==> src/rtl/bam_pkg.sv <==
package bam_pkg;
    localparam int unsigned WORD_W  = 64;
    localparam int unsigned LANES   = WORD_W / 8;
    localparam int unsigned OFF_W   = $clog2(LANES);

    typedef enum logic {
        OP_ADDR = 1'b0,
        OP_DATA = 1'b1
    } op_e;

    typedef enum logic {
        S_IDLE = 1'b0,
        S_RESP = 1'b1
    } state_e;
endpackage

==> src/rtl/bam_addr_align.sv <==
module bam_addr_align #(
    parameter int unsigned WORD_W = 64,
    parameter int unsigned OFF_W  = 3
) (
    input  logic [WORD_W-1:0] base_i,
    input  logic [WORD_W-1:0] incr_i,
    output logic [WORD_W-1:0] aligned_o,
    output logic [OFF_W-1:0]  low_o
);
    logic [WORD_W-1:0] sum;

    always_comb begin
        sum       = base_i + incr_i;
        low_o     = sum[OFF_W-1:0];
        aligned_o = {sum[WORD_W-1:OFF_W], {OFF_W{1'b0}}};
    end
endmodule

==> src/rtl/bam_funnel.sv <==
module bam_funnel #(
    parameter int unsigned WORD_W = 64,
    parameter int unsigned LANES  = 8,
    parameter int unsigned OFF_W  = 3
) (
    input  logic [WORD_W-1:0] lead_i,
    input  logic [WORD_W-1:0] trail_i,
    input  logic [OFF_W-1:0]  off_i,
    output logic [WORD_W-1:0] out_o
);
    logic [WORD_W-1:0] cand [LANES];

    // One fixed-shift candidate per offset; offset 0 takes the lead word alone.
    for (genvar k = 0; k < LANES; k++) begin : g_lane
        if (k == 0) begin : g_zero
            assign cand[k] = lead_i;
        end else begin : g_shift
            assign cand[k] = (lead_i << (8 * k)) | (trail_i >> (WORD_W - 8 * k));
        end
    end

    assign out_o = cand[off_i];
endmodule

==> src/rtl/bam_align_reg.sv <==
module bam_align_reg #(
    parameter int unsigned OFF_W = 3
) (
    input  logic             clk,
    input  logic             rst_n,
    input  logic             wr_i,
    input  logic [OFF_W-1:0] d_i,
    output logic [OFF_W-1:0] q_o
);
    always_ff @(posedge clk) begin
        if (!rst_n)    q_o <= '0;
        else if (wr_i) q_o <= d_i;
    end

    p_hold_r9: assert property (@(posedge clk) disable iff (!rst_n)
        !wr_i |=> $stable(q_o))
        else $error("offset changed without a write");
endmodule

==> src/rtl/bam_ctrl.sv <==
module bam_ctrl
    import bam_pkg::*;
(
    input  logic clk,
    input  logic rst_n,
    input  logic req_valid_i,
    input  logic rsp_ready_i,
    output logic req_ready_o,
    output logic rsp_valid_o,
    output logic accept_o
);
    state_e state_q, state_d;

    always_ff @(posedge clk) begin
        if (!rst_n) state_q <= S_IDLE;
        else        state_q <= state_d;
    end

    always_comb begin
        state_d     = state_q;
        req_ready_o = 1'b0;
        rsp_valid_o = 1'b0;
        accept_o    = 1'b0;
        unique case (state_q)
            S_IDLE: begin
                req_ready_o = 1'b1;
                if (req_valid_i) begin
                    accept_o = 1'b1;
                    state_d  = S_RESP;
                end
            end
            S_RESP: begin
                rsp_valid_o = 1'b1;
                if (rsp_ready_i) state_d = S_IDLE;
            end
            default: state_d = S_IDLE;
        endcase
    end

    p_rsp_next_r6: assert property (@(posedge clk) disable iff (!rst_n)
        (req_valid_i && req_ready_o) |=> rsp_valid_o)
        else $error("no response after accept");

    p_busy_block_r6: assert property (@(posedge clk) disable iff (!rst_n)
        rsp_valid_o |-> !req_ready_o)
        else $error("ready while response pending");
endmodule

==> src/rtl/byte_align_unit.sv <==
module byte_align_unit
    import bam_pkg::*;
(
    input  logic              clk,
    input  logic              rst_n,
    input  logic              req_valid,
    output logic              req_ready,
    input  logic              req_op,
    input  logic [WORD_W-1:0] req_a,
    input  logic [WORD_W-1:0] req_b,
    output logic              rsp_valid,
    input  logic              rsp_ready,
    output logic [WORD_W-1:0] rsp_data,
    output logic [OFF_W-1:0]  align_q
);
    logic              accept;
    logic [WORD_W-1:0] addr_res;
    logic [OFF_W-1:0]  addr_low;
    logic [WORD_W-1:0] data_res;
    logic [WORD_W-1:0] res_d;
    logic              op_q;

    bam_ctrl u_ctrl (
        .clk         (clk),
        .rst_n       (rst_n),
        .req_valid_i (req_valid),
        .rsp_ready_i (rsp_ready),
        .req_ready_o (req_ready),
        .rsp_valid_o (rsp_valid),
        .accept_o    (accept)
    );

    bam_addr_align #(.WORD_W(WORD_W), .OFF_W(OFF_W)) u_addr (
        .base_i    (req_a),
        .incr_i    (req_b),
        .aligned_o (addr_res),
        .low_o     (addr_low)
    );

    bam_funnel #(.WORD_W(WORD_W), .LANES(LANES), .OFF_W(OFF_W)) u_funnel (
        .lead_i  (req_a),
        .trail_i (req_b),
        .off_i   (align_q),
        .out_o   (data_res)
    );

    bam_align_reg #(.OFF_W(OFF_W)) u_off (
        .clk   (clk),
        .rst_n (rst_n),
        .wr_i  (accept && (op_e'(req_op) == OP_ADDR)),
        .d_i   (addr_low),
        .q_o   (align_q)
    );

    always_comb begin
        res_d = (op_e'(req_op) == OP_ADDR) ? addr_res : data_res;
    end

    always_ff @(posedge clk) begin
        if (!rst_n) begin
            rsp_data <= '0;
            op_q     <= 1'b0;
        end else if (accept) begin
            rsp_data <= res_d;
            op_q     <= req_op;
        end
    end

    p_hold_stable_r7: assert property (@(posedge clk) disable iff (!rst_n)
        (rsp_valid && !rsp_ready) |=> (rsp_valid && $stable(rsp_data)))
        else $error("response changed while stalled");

    p_addr_aligned_r1: assert property (@(posedge clk) disable iff (!rst_n)
        (rsp_valid && op_q == 1'b0) |-> (rsp_data[OFF_W-1:0] == '0))
        else $error("address result not on a word boundary");
endmodule

==> config.mk <==
export PLATFORM = sky130hd
export DESIGN_NAME = byte_align_unit
export DESIGN_NICKNAME = d
export VERILOG_FILES = /design/src/rtl/bam_pkg.sv /design/src/rtl/bam_addr_align.sv /design/src/rtl/bam_funnel.sv /design/src/rtl/bam_align_reg.sv /design/src/rtl/bam_ctrl.sv /design/src/rtl/byte_align_unit.sv
export SDC_FILE = /design/constraint.sdc
export NUM_CORES = 1
export LEC_CHECK = 0
export ABC_AREA = 0
export CAP_MARGIN = 20
export CORE_UTILIZATION = 55
export CTS_CLUSTER_SIZE = 20
export DETAILED_ROUTE_END_ITERATION = 8
export PLACE_DENSITY = 0.86
export SYNTH_ARGS = -nofsm -noshare
export SYNTH_HDL_FRONTEND = slang
export SYNTH_SLANG_ARGS = --single-unit
==> constraint.sdc <==
create_clock -name clk -period 5.7 [get_ports clk]
set_input_delay 0.855 -clock clk [delete_from_list [all_inputs] [get_ports clk]]
set_output_delay 0.855 -clock clk [all_outputs]
set_load 0.01 [all_outputs]
# Word level (Yosys, flattened, before mapping)
# Cells that the tools add are included.
[word_totals]
reg_bits = 68
latchBits = 0
ramBits = 0
rom_bits = 0
input_bits = 133
out_inout_bits = 69
word_cells = 26
n_memories = 0
[classes]
n_addsub = 1
multipliers = 0
n_div = 0
n_lt_le_gt_ge = 1
eq_ne = 0
shifts = 0
mux = 10
bitwise_logic = 10
reduce_logical = 1
[op_table]
columns = ["cell", "count"]
rows = [
  ["$bmux W64 S3", 1],
  ["$mux W64", 3],
  ["$add A64 B64 Y64", 1],
  ["$or A64 B16 Y64", 1],
  ["$or A64 B24 Y64", 1],
  ["$or A64 B32 Y64", 1],
  ["$or A64 B40 Y64", 1],
  ["$or A64 B48 Y64", 1],
  ["$or A64 B56 Y64", 1],
  ["$or A64 B8 Y64", 1],
  ["$mux W1", 5],
  ["$ge A4 B4 Y1 const B", 1],
  ["$not A3 Y4", 1],
  ["$not A1 Y1", 2],
  ["$pmux W1 S2", 1],
  ["$logic_and A1 B1 Y1", 1],
]

# Longest topological paths before layout
[logic_depth]
ltp_word = 5
ltp_mapped = 13
mapped_depth_nobuf = 12

# Hierarchy
# A second synthesis with hierarchy kept.
[hier_totals]
hier_cells = 1144
hier_area_um2 = 9484.1
[modules_own_cells]
columns = ["mod", "instances", "cells_per_inst", "area_per_inst_um2", "seq_area_each_um2"]
rows = [
  ["bam_addr_align", 1, 529, 3741.1, 0.0],
  ["bam_funnel", 1, 316, 2816.5, 0.0],
  ["byte_align_unit", 1, 285, 2773.9, 1281.2],
  ["bam_align_reg", 1, 9, 108.9, 60.1],
  ["bam_ctrl", 1, 5, 43.8, 20.0],
]

# Worst setup path before layout
# No wires, ideal clock.
[synth_path]
kind = "input port to flip-flop"
from = "input req_a[9]"
to = "register rsp_data[54]"
setup_time_ns = 0.119
arrival_time_ns = 3.383
required_ns = 5.581
slack_ns = 2.199
stages = 12
n_path_buf = 1
path_cell_list = "ha_1 -> clkbuf_2 -> nand2_1 -> or3_4 -> nor4b_4 -> nor3_1 -> o21a_1 -> o31a_1 -> o21ai_2 -> a21boi_1 -> mux2_1 -> o221a_1"
[synth_between]
elab_chain_len = 2
[synth_rtl]
columns = ["item", "line_no", "source"]
rows = [
  ["start: declaration", "byte_align_unit.sv:9", "input logic [WORD_W-1:0] req_a,"],
  ["$add A64 B64 Y64", "bam_addr_align.sv:13", "sum = base_i + incr_i;"],
  ["$mux W64", "byte_align_unit.sv:56", "res_d = (op_e'(req_op) == OP_ADDR) ? addr_res : data_res;"],
  ["end signal: assignment", "byte_align_unit.sv:64", "rsp_data <= res_d;"],
  ["end: declaration", "byte_align_unit.sv:13", "output logic [WORD_W-1:0] rsp_data,"],
]
# Every way passes these cells.
# A chain may end at the register's enable or synchronous reset.

# Final worst setup path
[layout_path]
from = "input req_a[23]"
to = "register rsp_data[54]"
# Same word-level chain as after synthesis.

==> flow_summary.yaml <==
outcome:
  outcome: "completed"
synth:
  yosys_warnings: 0
  synthFlopType: "dfxtp_1"
  yosysSeqAreaShare_pct: 14.7
  synth_edf_count: 0
  netlist_area_mm2: 0.00928
  synthMuxAreaShare_pct: 15.8
  synthTopCellsByArea: "dfxtp_1 (15%), mux2i_1 (8.8%), ha_1 (8.5%)"
  yosys.area_share.xor_xnor_pct: 4.53
  synth.avg_cell_area_um2: 7.15
  synth_top_area_share_pct: 14.7
  synthAdderAreaFrac_pct: 8.71
  synth_nets: 1495
  ys_seq_elements: 68
  syn_inst: 1298
  synth_compound_area_share_pct: 32.8
  synthSimpleGateAreaFrac_pct: 18.8
  synth.distinct_cells: 65
  synth_top_family_by_area: "compound AO/OA/AOI/OAI gates"
  yosysTopAreaCell: "dfxtp_1"
  synthArstFlopShare_pct: 0
sta:
  grt_setup_unrepaired: "no"
  max_slew_margin_pct: 30.2
  fmax_mhz: 234
  worst_pin_slew_ps: 1050
  period_minus_slack_ps: 4270
  finalSetupTns_ps: 0
  setup_violations: 0
  holdWs_ps: 454
  finClkSkew_ps: 12.9
  drv_slew: 0
  hold_violations: 0
  worst_slack_ps: 1430
  period_share_pct: 74.9
cts:
  cts.clk_slew.worst_paths_ps: 60
  clk_latency_ps: 360
  cts-htree-levels: 3
  root_buffer: "clkbuf_16"
  cts_buffer_depth: 2
  numCtsBuffers: 9
  cts_tree: "yes"
  cts_resized: 0
  ctsHoldBuffers: 0
  clock_sinks: 68
  post_cts_buffers: 0
setup_path:
  start_kind: "input pin"
  endpoint: "rsp_data[54]"
  cp.required_ps: 5940
  startpoint: "req_a[23]"
  r2r_cells: 10
  path_cells: "clkdlybuf4s50_1 -> ha_1 -> a21oi_1 -> o211ai_1 -> or3_1 -> nor3_1 -> o21a_1 -> o31a_1 -> o21ai_2 -> a21boi_1 -> mux2_1 -> o221a_1"
  path_class: "input pin to flip-flop"
  cp_max_fo: 7
  slowest_delay_ps: 590
  worstReg2RegStart: "u_off.q_o[1]"
  r2r-end: "rsp_data[20]"
  r2r_slack_ps: 2680
  critPathCaptureType: "flip-flop"
  cp_slowest_cell: "clkdlybuf4s50_1"
  cp.arrival_ps: 4510
flow_run:
  max-cap-violations: 0
detailed_routing:
  wl_um: 42300
  drt-pass1-iter-count: 7
  initialDrtViolationCount: 1872
  vias: 11700
  avgViaCountPerCell: 7.09
  remaining_drc_errors: 0
  wire_per_inst_um: 25.6
  postRouteAntennaNets: 0
power:
  p_leak_nw: 4.42
  p_per_area_mw_per_mm2: 209
  peakVddDrop_uv: 196
floorplan:
  die_y_um: 132
  core_mm2: 0.0165
  start_util_pct: 56.1
  io_pins: 202
  rows: 47
  die-area_mm2: 0.0174
  fp.dieW_um: 132
cells_and_area:
  antenna_cells_inserted: 0
  synthToLayoutAreaGrowth_pct: 25.6
  seq_area_mm2: 0.00137
  drive_gt1_share_pct: 5.87
  multi_input_area_mm2: 0.00748
  num-nets-final: 1624
  nFillCells: 1401
placed_design:
  dp_hpwl_um: 33000
  io_buffers: 201
  post-place-ws_ps: 1190
  place_congestion: 1.09
global_route:
  grtUsageTotal_pct: 47.6
  antenna_found_initial: 2
  grt_max_degree: 90
  grt_pass1_wl_um: 62400
  grt_pass1_vias: 10400
  gr-total-overflow: 0
worst_hold_path:
  min_path_type: "flip-flop to flip-flop"
per-stage QoR:
stage               utilization (%)  std cells  cell area [um2]  power (mW)
floorplan                         -       1298             9280        1.25
detailed placement             68.5       1636            11300        1.73
CTS                            70.5       1652            11600        2.37
global route                   70.5       1652            11600        2.52
global placement               68.5       1636            11300        1.72
finish                         70.5       1652            11600        2.43
area by class of cell:
| type | count | area share (%) |
|---|---|---|
| tap | 220 | 2.36 |
| clock inverter | 6 | 0.816 |
| inverter | 21 | 0.677 |
| multi-input combinational | 1114 | 64.2 |
| timing repair buffer | 213 | 18.1 |
| clock buffer | 10 | 2.05 |
| sequential | 68 | 11.8 |
flip-flops by register name (all words and copies together) (netlist names):
name,cells
rsp_data,64
u_ctrl.state_q,1
u_off.q_o,3
placed cells by master, fill, tap and decap left out, drive strengths merged, types with 15 or more instances in the layout:
| cell | count |
|---|---|
| nand2 | 178 |
| dfxtp | 68 |
| inv | 20 |
| ha | 63 |
| clkdlybuf4s50 | 200 |
| o21ai | 134 |
| a211oi | 27 |
| mux2 | 23 |
| nor3 | 21 |
| a21oi | 144 |
| nand3 | 30 |
| xnor2 | 33 |
| mux2i | 82 |
| a21o | 38 |
| o211ai | 45 |
| xor2 | 15 |
| mux4 | 17 |
| nor2 | 94 |
worst min-delay path by stage:
| stage | cells past startpoint | from | slack (ps) | end |
|---|---|---|---|---|
| after floorplan | 2 | rsp_data[24] | 480 | rsp_data[24] |
| after global placement | 2 | rsp_data[29] | 440 | rsp_data[29] |
| after detailed placement | 2 | rsp_data[29] | 450 | rsp_data[29] |
| after CTS | 2 | rsp_data[29] | 450 | rsp_data[29] |
| after global routing | 2 | rsp_data[24] | 470 | rsp_data[24] |
| final | 2 | rsp_data[29] | 450 | rsp_data[29] |
kinds of logic after synthesis:
| logic type | count (synthesis) |
|---|---|
| compound gates | 489 |
| xor+xnor | 48 |
| fa+ha+maj | 64 |
| buf+inv | 116 |
| flops | 68 |
| mux | 122 |
| simple gates | 391 |
critical path, delay by kind of cell:
family | cells | cell delay, ps
AND/OR/NAND/NOR | 2 | 610
multiplexers | 1 | 370
adder cells (fa/ha/maj) | 1 | 500
AO/OA/AOI/OAI | 7 | 1580
buffers and inverters | 1 | 590
layer usage:
metal,global-route usage [%],vias to the layer above,part of all wire [%]
li1,-,5101,-
met1,64.5,5363,37
met2,67.7,1049,40
met3,15.3,203,17
met4,22.6,2,5.7
met5,0,-,0.031
power by group:
group / switching [mW] / total, mW / leakage, nW / internal, mW
Combinational: 0.722 / 1.22 / 3.69 / 0.500
Sequential: 0.0418 / 0.563 / 0.564 / 0.522
Clock: 0.250 / 0.649 / 0.163 / 0.399
Yosys cell counts (19+ instances only):
master,n
nand2_1,178
dfxtp_1,68
nor3_1,21
nor2_1,94
o21ai_0,130
mux2_2,22
ha_1,63
a21o_1,38
o211ai_1,45
clkbuf_1,67
buf_1,23
a21oi_1,144
mux2i_1,82
xnor2_1,33
inv_1,19
a211oi_1,27
nand3_1,29
Note: power is estimated with default switching activity, not from simulation.
